==> src/rtl/ctrl_queue_thresholds.sv <==
module ctrl_queue_thresholds #(
  parameter int TH_W  = 8,
  parameter int CNT_W = 9
) (
  input  logic              clk,
  input  logic              rst_n,
  input  logic              reg_wr_en,
  input  logic              reg_wr_sel,
  input  logic [4*TH_W-1:0] reg_wr_data,
  input  logic              dma_mode,
  input  logic [4:0]        irq_en,
  input  logic [CNT_W-1:0]  cmd_free,
  input  logic [CNT_W-1:0]  resp_used,
  input  logic [CNT_W-1:0]  ibi_stat_used,
  input  logic [CNT_W-1:0]  tx_used,
  input  logic [CNT_W-1:0]  tx_free,
  input  logic [CNT_W-1:0]  rx_used,
  input  logic [CNT_W-1:0]  rx_free,
  input  logic              ibi_beat,
  input  logic              ibi_last,
  output logic [4:0]        sts,
  output logic              irq,
  output logic              tx_dma_req,
  output logic              rx_dma_req,
  output logic              tx_start_ok,
  output logic              rx_start_ok,
  output logic              ibi_chunk_cut
);
  localparam logic [TH_W-1:0] ONE = TH_W'(1);

  logic [TH_W-1:0] th_cmd, th_resp, th_chunk, th_ista;
  logic [TH_W-1:0] th_txe, th_rxf, th_txs, th_rxs;
  logic [TH_W-1:0] chunk_cnt;

  function automatic logic reaches(input logic [CNT_W-1:0] n, input logic [TH_W-1:0] t);
    return n >= CNT_W'((t == '0) ? ONE : t);
  endfunction

  always_ff @(posedge clk or negedge rst_n) begin
    if (!rst_n) begin
      {th_ista, th_chunk, th_resp, th_cmd} <= {4{ONE}};
      {th_rxs, th_txs, th_rxf, th_txe}     <= {4{ONE}};
    end else if (reg_wr_en) begin
      if (!reg_wr_sel) {th_ista, th_chunk, th_resp, th_cmd} <= reg_wr_data;
      else             {th_rxs, th_txs, th_rxf, th_txe}     <= reg_wr_data;
    end
  end

  logic tx_lvl, rx_lvl;
  assign tx_lvl = reaches(tx_free, th_txe);
  assign rx_lvl = reaches(rx_used, th_rxf);

  assign sts[0] = reaches(cmd_free, th_cmd);
  assign sts[1] = reaches(resp_used, th_resp);
  assign sts[2] = reaches(ibi_stat_used, th_ista);
  assign sts[3] = tx_lvl && !dma_mode;
  assign sts[4] = rx_lvl && !dma_mode;
  assign tx_dma_req = tx_lvl && dma_mode;
  assign rx_dma_req = rx_lvl && dma_mode;
  assign irq = |(sts & irq_en);

  assign tx_start_ok = reaches(tx_used, th_txs);
  assign rx_start_ok = reaches(rx_free, th_rxs);

  logic [TH_W:0] cnt_next;
  assign cnt_next = {1'b0, chunk_cnt} + 1'b1;
  assign ibi_chunk_cut = ibi_beat &&
    (ibi_last || cnt_next >= {1'b0, (th_chunk == '0) ? ONE : th_chunk});

  always_ff @(posedge clk or negedge rst_n) begin
    if (!rst_n)             chunk_cnt <= '0;
    else if (ibi_chunk_cut) chunk_cnt <= '0;
    else if (ibi_beat)      chunk_cnt <= cnt_next[TH_W-1:0];
  end

  a_r8_dma_masks_pio: assert property (@(posedge clk) disable iff (!rst_n)
    dma_mode |-> (sts[4:3] == 2'b00));
  a_r7_pio_no_dma: assert property (@(posedge clk) disable iff (!rst_n)
    !dma_mode |-> (!tx_dma_req && !rx_dma_req));
  a_r9_empty_never_flags: assert property (@(posedge clk) disable iff (!rst_n)
    (resp_used == '0) |-> (!sts[1] && !ibi_chunk_cut || ibi_beat));
  a_r5_tx_empty_holds: assert property (@(posedge clk) disable iff (!rst_n)
    (tx_used == '0) |-> !tx_start_ok);
  a_r10_irq_needs_flag: assert property (@(posedge clk) disable iff (!rst_n)
    irq |-> (|sts));
  a_r4_last_cuts: assert property (@(posedge clk) disable iff (!rst_n)
    (ibi_beat && ibi_last) |-> ibi_chunk_cut);
  a_r4_no_beat_no_cut: assert property (@(posedge clk) disable iff (!rst_n)
    !ibi_beat |-> !ibi_chunk_cut);
  a_r11_write_next: assert property (@(posedge clk) disable iff (!rst_n)
    (reg_wr_en && !reg_wr_sel && reg_wr_data[15:8] != '0) |=>
    (sts[1] == (resp_used >= CNT_W'($past(reg_wr_data[15:8])))));
endmodule

==> config.mk <==
export PLATFORM = sky130hd
export DESIGN_NAME = ctrl_queue_thresholds
export DESIGN_NICKNAME = d
export VERILOG_FILES = /design/src/rtl/ctrl_queue_thresholds.sv
export SDC_FILE = /design/constraint.sdc
export NUM_CORES = 1
export LEC_CHECK = 0
export ABC_AREA = 1
export BUFFER_PORTS_ARGS = -buffer_cell sky130_fd_sc_hd__buf_2
export CAP_MARGIN = 20
export CORE_MARGIN = 2
export CORE_UTILIZATION = 56
export CTS_BUF_LIST = sky130_fd_sc_hd__clkbuf_8
export DETAILED_ROUTE_END_ITERATION = 16
export PLACE_DENSITY = 0.92
export REMOVE_ABC_BUFFERS = 1
export SLEW_MARGIN = 20
export SYNTH_ARGS = -nofsm -noshare
export SYNTH_HDL_FRONTEND = slang
export SYNTH_SLANG_ARGS = --single-unit
==> constraint.sdc <==
create_clock -name clk -period 2.7 [get_ports clk]
set_input_delay 0.405 -clock clk [delete_from_list [all_inputs] [get_ports clk]]
set_output_delay 0.405 -clock clk [all_outputs]
set_load 0.05 [all_outputs]
==> flow_summary.ini, run 1 <==
[timing]
fin_crit_sh_pct = 108.5
drv_slew = 0
tightest_slew_ns = 0.9838
relSlewSlack_pct = 34.18
layout_min_cycle_time_ns = 2.928
max_freq_mhz = 341.5
finalHoldViolCount = 0
finalSetupViolCount = 2
layout_setup_ws_ns = -0.2283
skew_ns = 0.007333
rsz0062_at_grt = true

[floorplanning]
die_area_um2 = 9343
die_x_um = 96.66
io_pins = 118
start_util_pct = 58.23
rows = 33
die_h_um = 96.66
coreArea_um2 = 8258

[detailed_routing]
ant_nets = 0
vias = 4654
drtIter0Drc = 291
drcViolationCount = 0
wire_per_inst_um = 13.81
via_per_inst = 5.412
drt_wl_total_mm = 11.88
first_pass_iters = 5

[global_route]
grt_max_degree = 65
grt.overflow.total = 0
grt_antenna_before_repair = 0
grt_pass1_wl_mm = 19.84
grt.total_usage_pct = 25.38
grt_pass1_vias = 4511

[cells_and_area]
final_cells = 860
area_growth_pct = 24.38
drive_gt1_share_pct = 24.11
final_common_cell = nand2_1
multiInputGateArea_um2 = 2623
post-route-util_pct = 72.42
diodes = 0
fill_cells = 637
layout_common_cells = nand2_1, inv_1, buf_2, o21ai_0, dfrtp_1
nets = 923
ff_latch_area_um2 = 1812

[cts]
numCtsBuffers = 9
worstSkewPairLatency_ns = 0.34
clockBufferDepth = 2
cts_root_buffer = clkbuf_8
path_clk_slew_ns = 0.08
cts_hold_buf = 0
cts_tree = yes
cts_sinks = 72
htreeDepth = 3

[logic_synthesis]
syn_avg_cell_area_um2 = 7.718
synth_top_area_share_pct = 33.31
synth.largest_area_cell = dfrtp_1
yosys_warnings = 0
synthTopCellsByArea = dfrtp_1, ha_1, nand2_1
synth_seq_cells = 72
synth_area_um2 = 4808
syn_inst = 623
synth.distinct_cells = 29
seq_area_frac_synth_pct = 37.68

[place]
numPlacedInstances = 836
place.gp.congestion = 0.9305
port_buffers = 117
place_hpwl_mm = 9.013

[worst_setup_path]
crit_type = reg2out
crit_arrival_ns = 2.52
path_max_fanout = 3
cp-start-kind = register
reg2reg_slack_ns = 0.33
cp-end-kind = output port
worstPathRequired_ns = 2.30

[run]
drv_cap = 0

[pwr]
vdd_drop_max_mv = 0.3020
power_w = 0.003295
leakage_nw = 3.342
p_per_area_nw_per_um2 = 551.0

[status]
status = finished with violations
failed_checks = negative setup slack

[min_path]
hp-class = in2async
==> synthesized netlist by cell type <==
cell type  instances
buf_2              1
dfrtp_1           64
nand4_1           10
xor2_1             3
nor3_1             2
dfstp_2            8
o2111ai_1          1
nand2_2            3
nor2_1            30
nor4_1             8
clkinv_1           1
clkbuf_1          12
a21oi_1           22
a21o_1             2
a41o_1             8
o21a_1             4
o211ai_1           2
nand3b_1           7
o21ai_0           68
ha_1              65
nand3_1           22
or2_2              1
nand3_2            1
and3_1             1
nor2_2             3
inv_1            116
nor2_4             1
xnor2_1            2
nand2_1          155
==> timing repair <==
| item | in CTS | in global routing |
|---|---|---|
| hold endpoints to repair | 0 | 0 |
| setup buffers | 6 | 3 |
| pin swaps | 10 | 14 |
| setup endpoints to repair | 3 | 8 |
| resized for setup | 13 | 27 |
==> through the flow <==
step	hold slack (ns)	setup WS [ns]	TNS, ns	instance area [um2]
floorplan	0.1094	-0.1466	-0.1581	4758
global placement	0.4561	0.1251	0	5523
detailed placement	0.4660	0.08436	0	5523
CTS	0.09209	-0.2142	-0.2142	5852
global route	0.1243	-0.3903	-0.8830	5981
finish	0.07988	-0.2283	-0.2767	5981
==> worst paths after layout <==
check	depth (start not counted)	to	startpoint
worst max-delay path	15	ibi_chunk_cut	chunk_cnt[1]
worst min-delay path	1	th_rxs[1]	rst_n
worst max register to register	16	chunk_cnt[2]	chunk_cnt[1]
worst min register to register	2	th_rxs[5]	th_rxs[5]
max in group asynchronous	2	th_txs[0]	rst_n
min in group clk	3	th_txe[0]	reg_wr_data[0]
==> cell type report <==
type                       instances  area share, %
multi-input combinational        421          43.85
inverter                         117          7.343
timing repair buffer             130          12.41
tap                              105          2.197
clock inverter                     6          1.841
sequential                        72          30.29
clock buffer                       9          2.071
==> per-layer routing <==
metal,vias to the layer above,global-route usage [%],share of wire (%)
li1,2270,-,-
met2,165,44.60,51
met1,2190,32.22,41
met5,-,0,0
met3,29,3.685,5.5
met4,0,8.234,2.0
==> state kept, by name, summed over array words and instances, names as in the netlist <==
signal     count
th_txs         8
th_txe         8
th_cmd         8
th_chunk       8
th_ista        8
th_rxf         8
chunk_cnt      8
th_rxs         8
th_resp        8
==> worst max-delay path, cell delays in order (launching register included) <==
cell     delay (ns)
dfrtp_1        0.36
ha_2           0.19
nand2_2        0.06
nor2_2         0.10
inv_1          0.05
nor2_1         0.11
xor2_1         0.21
ha_1           0.29
a21o_1         0.19
nand3_1        0.07
nand2_1        0.06
nor2_2         0.11
nand3_2        0.08
nor2_4         0.10
nor2_2         0.05
buf_6          0.16
==> power by group <==
part / total [W] / internal (W) / switching, W
clock network: 0.00101 / 0.000607 / 0.000403
logic: 0.000966 / 0.000405 / 0.000561
registers: 0.00132 / 0.00122 / 0.000102
==> logic make-up after synthesis <==
kind of cell	Yosys count	share of synthesized area [%]
AO/OA/AOI/OAI	107	12.46
XOR/XNOR	5	0.9109
adder cells (fa/ha/maj)	65	16.91
buffers and inverters	130	10.17
flip-flops	72	37.68
AND/OR/NAND/NOR	244	21.86
No activity file was read; power rests on OpenSTA's default activity.
==> run 2, diff against run 1 <==
- CORE_UTILIZATION: 56 -> 54
- CTS_BUF_LIST: sky130_fd_sc_hd__clkbuf_8 -> not set
- PLACE_DENSITY: 0.92 -> 0.9
==> run 2 against run 1 <==
Effect of this change:
- the run still ends with negative setup slack left
- power shrank 1.6%
- wire length is 0.30% lower
- maximum frequency decreased by 2.3%
- count of clock-buffer cells in the layout up 2
- combinational power shrank 2.3%
- register-to-register slack lost 0.13 ns
- via count decreased by 1.1%
- global-route usage shrank 1.1 points
- worst hold slack gained 0.032 ns
- die area up 3.5%
- utilization is 3.1 points lower
- final cell count increased by 1.0%
- largest power group unchanged
- highest routed layer unchanged
==> flow_summary.ini, run 2 (synthesis results as in run 1) <==
[timing]
relSlewSlack_pct = 35.69
layout_min_cycle_time_ns = 2.996
finalSetupViolCount = 2
fin_crit_sh_pct = 111.0
rsz0062_at_grt = true
layout_setup_ws_ns = -0.2962
tightest_slew_ns = 0.9612
drv_slew = 0
finalHoldViolCount = 0
skew_ns = 0.004055
max_freq_mhz = 333.8
holdWs_ns = 0.1124

[worst_setup_path]
crit_end = ibi_chunk_cut
crit_arrival_ns = 2.59
critPathLaunch = chunk_cnt[0]
crit_family = simple AND/OR/NAND/NOR gates
slowest_stage = dfrtp_1
crit_type = reg2out
path_max_fanout = 3
cp-start-kind = register
worstPathRequired_ns = 2.30
ff2ff_path_depth = 15
path_depth = 14
worstReg2RegEnd = chunk_cnt[6]
path_buf_inv = 2
slowest_delay_ns = 0.40
path_cells = ha_2 -> nand2_2 -> nor2_4 -> buf_4 -> xor2_2 -> ha_1 -> a21o_1 -> nor2_1 -> nor2_1 -> nor2_2 -> nand3_2 -> nor2_4 -> nor2_2 -> buf_6
timing.rr.start = chunk_cnt[0]
cp-end-kind = output port
reg2reg_slack_ns = 0.20

[detailed_routing]
wire_per_inst_um = 13.62
via_per_inst = 5.295
drtIter0Drc = 93
vias = 4601
drt_wl_total_mm = 11.84
first_pass_iters = 4
ant_nets = 0
drcViolationCount = 0

[place]
place_ws_ns = 0.01802
numPlacedInstances = 839
port_buffers = 117
place_hpwl_mm = 8.774
place.gp.congestion = 0.9020

[status]
failed_checks = negative setup slack
status = finished with violations

[pwr]
combPwrFrac_pct = 29.1
power.share.clock_pct = 30.2
vdd_drop_max_mv = 0.3751
p_sw_w = 0.001059
internal_power_w = 0.002183
p_per_area_nw_per_um2 = 538.8
p_sw_share_pct = 32.66
leakage_nw = 3.364
pwr-share-seq_pct = 40.7

[floorplanning]
rows = 34
start_util_pct = 55.41
io_pins = 118
die_h_um = 98.36
die_x_um = 98.36
coreArea_um2 = 8678
die_area_um2 = 9675

[global_route]
grt_antenna_before_repair = 0
grt.overflow.total = 0
grt_pass1_vias = 4596
grt_pass1_wl_mm = 19.40
grt.total_usage_pct = 24.32
grt_max_degree = 65

[cts]
cts_root_buffer = clkbuf_8
path_clk_slew_ns = 0.07
worstSkewPairLatency_ns = 0.34
clockBufferDepth = 2
cts_hold_buf = 0
numCtsBuffers = 9
cts_tree = yes
cts_sinks = 72
htreeDepth = 3

[min_path]
hp-class = in2async

[cells_and_area]
nets = 928
final_common_cell = nand2_1
diodes = 0
final_cells = 869
fill_cells = 691
area_growth_pct = 25.11
layout_common_cells = nand2_1, inv_1, buf_2, o21ai_0, dfrtp_1
drive_gt1_share_pct = 24.84

[run]
drv_cap = 0
run 2: timing repair:
action                                  in CTS  in global routing
buffers inserted                             8                  5
gates cloned                                 0                  0
endpoints found under the setup margin       2                  5
pin swaps                                   11                 12
gates resized for setup                     11                 20
run 2: power groups by stage:
stage / Clock [W] / Combinational (W) / Sequential [W]
after floorplan: 0 / 0.000598 / 0.00130
after global placement: 0 / 0.000821 / 0.00132
after detailed placement: 0 / 0.000880 / 0.00133
after CTS: 0.000995 / 0.000908 / 0.00131
after global routing: 0.00104 / 0.00108 / 0.00133
final: 0.000979 / 0.000944 / 0.00132
run 2: worst min-delay path by stage:
stage                              end          from  slack, ns
after CTS                  th_chunk[1]         rst_n       0.13
after floorplan           chunk_cnt[0]         rst_n       0.11
after global routing       th_chunk[1]         rst_n       0.16
after global placement    chunk_cnt[3]  chunk_cnt[3]       0.47
after detailed placement  chunk_cnt[3]  chunk_cnt[3]       0.47
final                      th_chunk[1]         rst_n       0.11
run 2: layout make-up:
type                    count  area (um2)  share of cell area, %
clock buffers              11       151.4                  2.517
clock inverters             5       78.83                  1.310
inverters                 117       439.2                  7.300
multi-input cells         421        2625                  43.64
flip-flops and latches     72        1812                  30.12
well taps                 108       135.1                  2.246
repair buffers            135       774.5                  12.87
run 2: through the flow:
step | area [um2] | total power [W] | util [%] | setup TNS, ns
5_1_grt | 6016 | 0.003455 | 69.32 | -0.6171
4_1_cts | 5858 | 0.003211 | 67.50 | -0.2746
3_3_place_gp | 5527 | 0.002141 | 63.68 | 0
3_5_place_dp | 5527 | 0.002205 | 63.68 | 0
6_report | 6016 | 0.003242 | 69.32 | -0.3310
2_1_floorplan | 4758 | 0.001900 | - | -0.1581
run 2: layer usage:
| layer | GRT usage (%) | wire [um] |
|---|---|---|
| met1 | 28.83 | 4916 |
| met2 | 43.75 | 6094 |
| met3 | 4.295 | 536 |
| met4 | 9.378 | 291 |
| met5 | 0 | 0 |
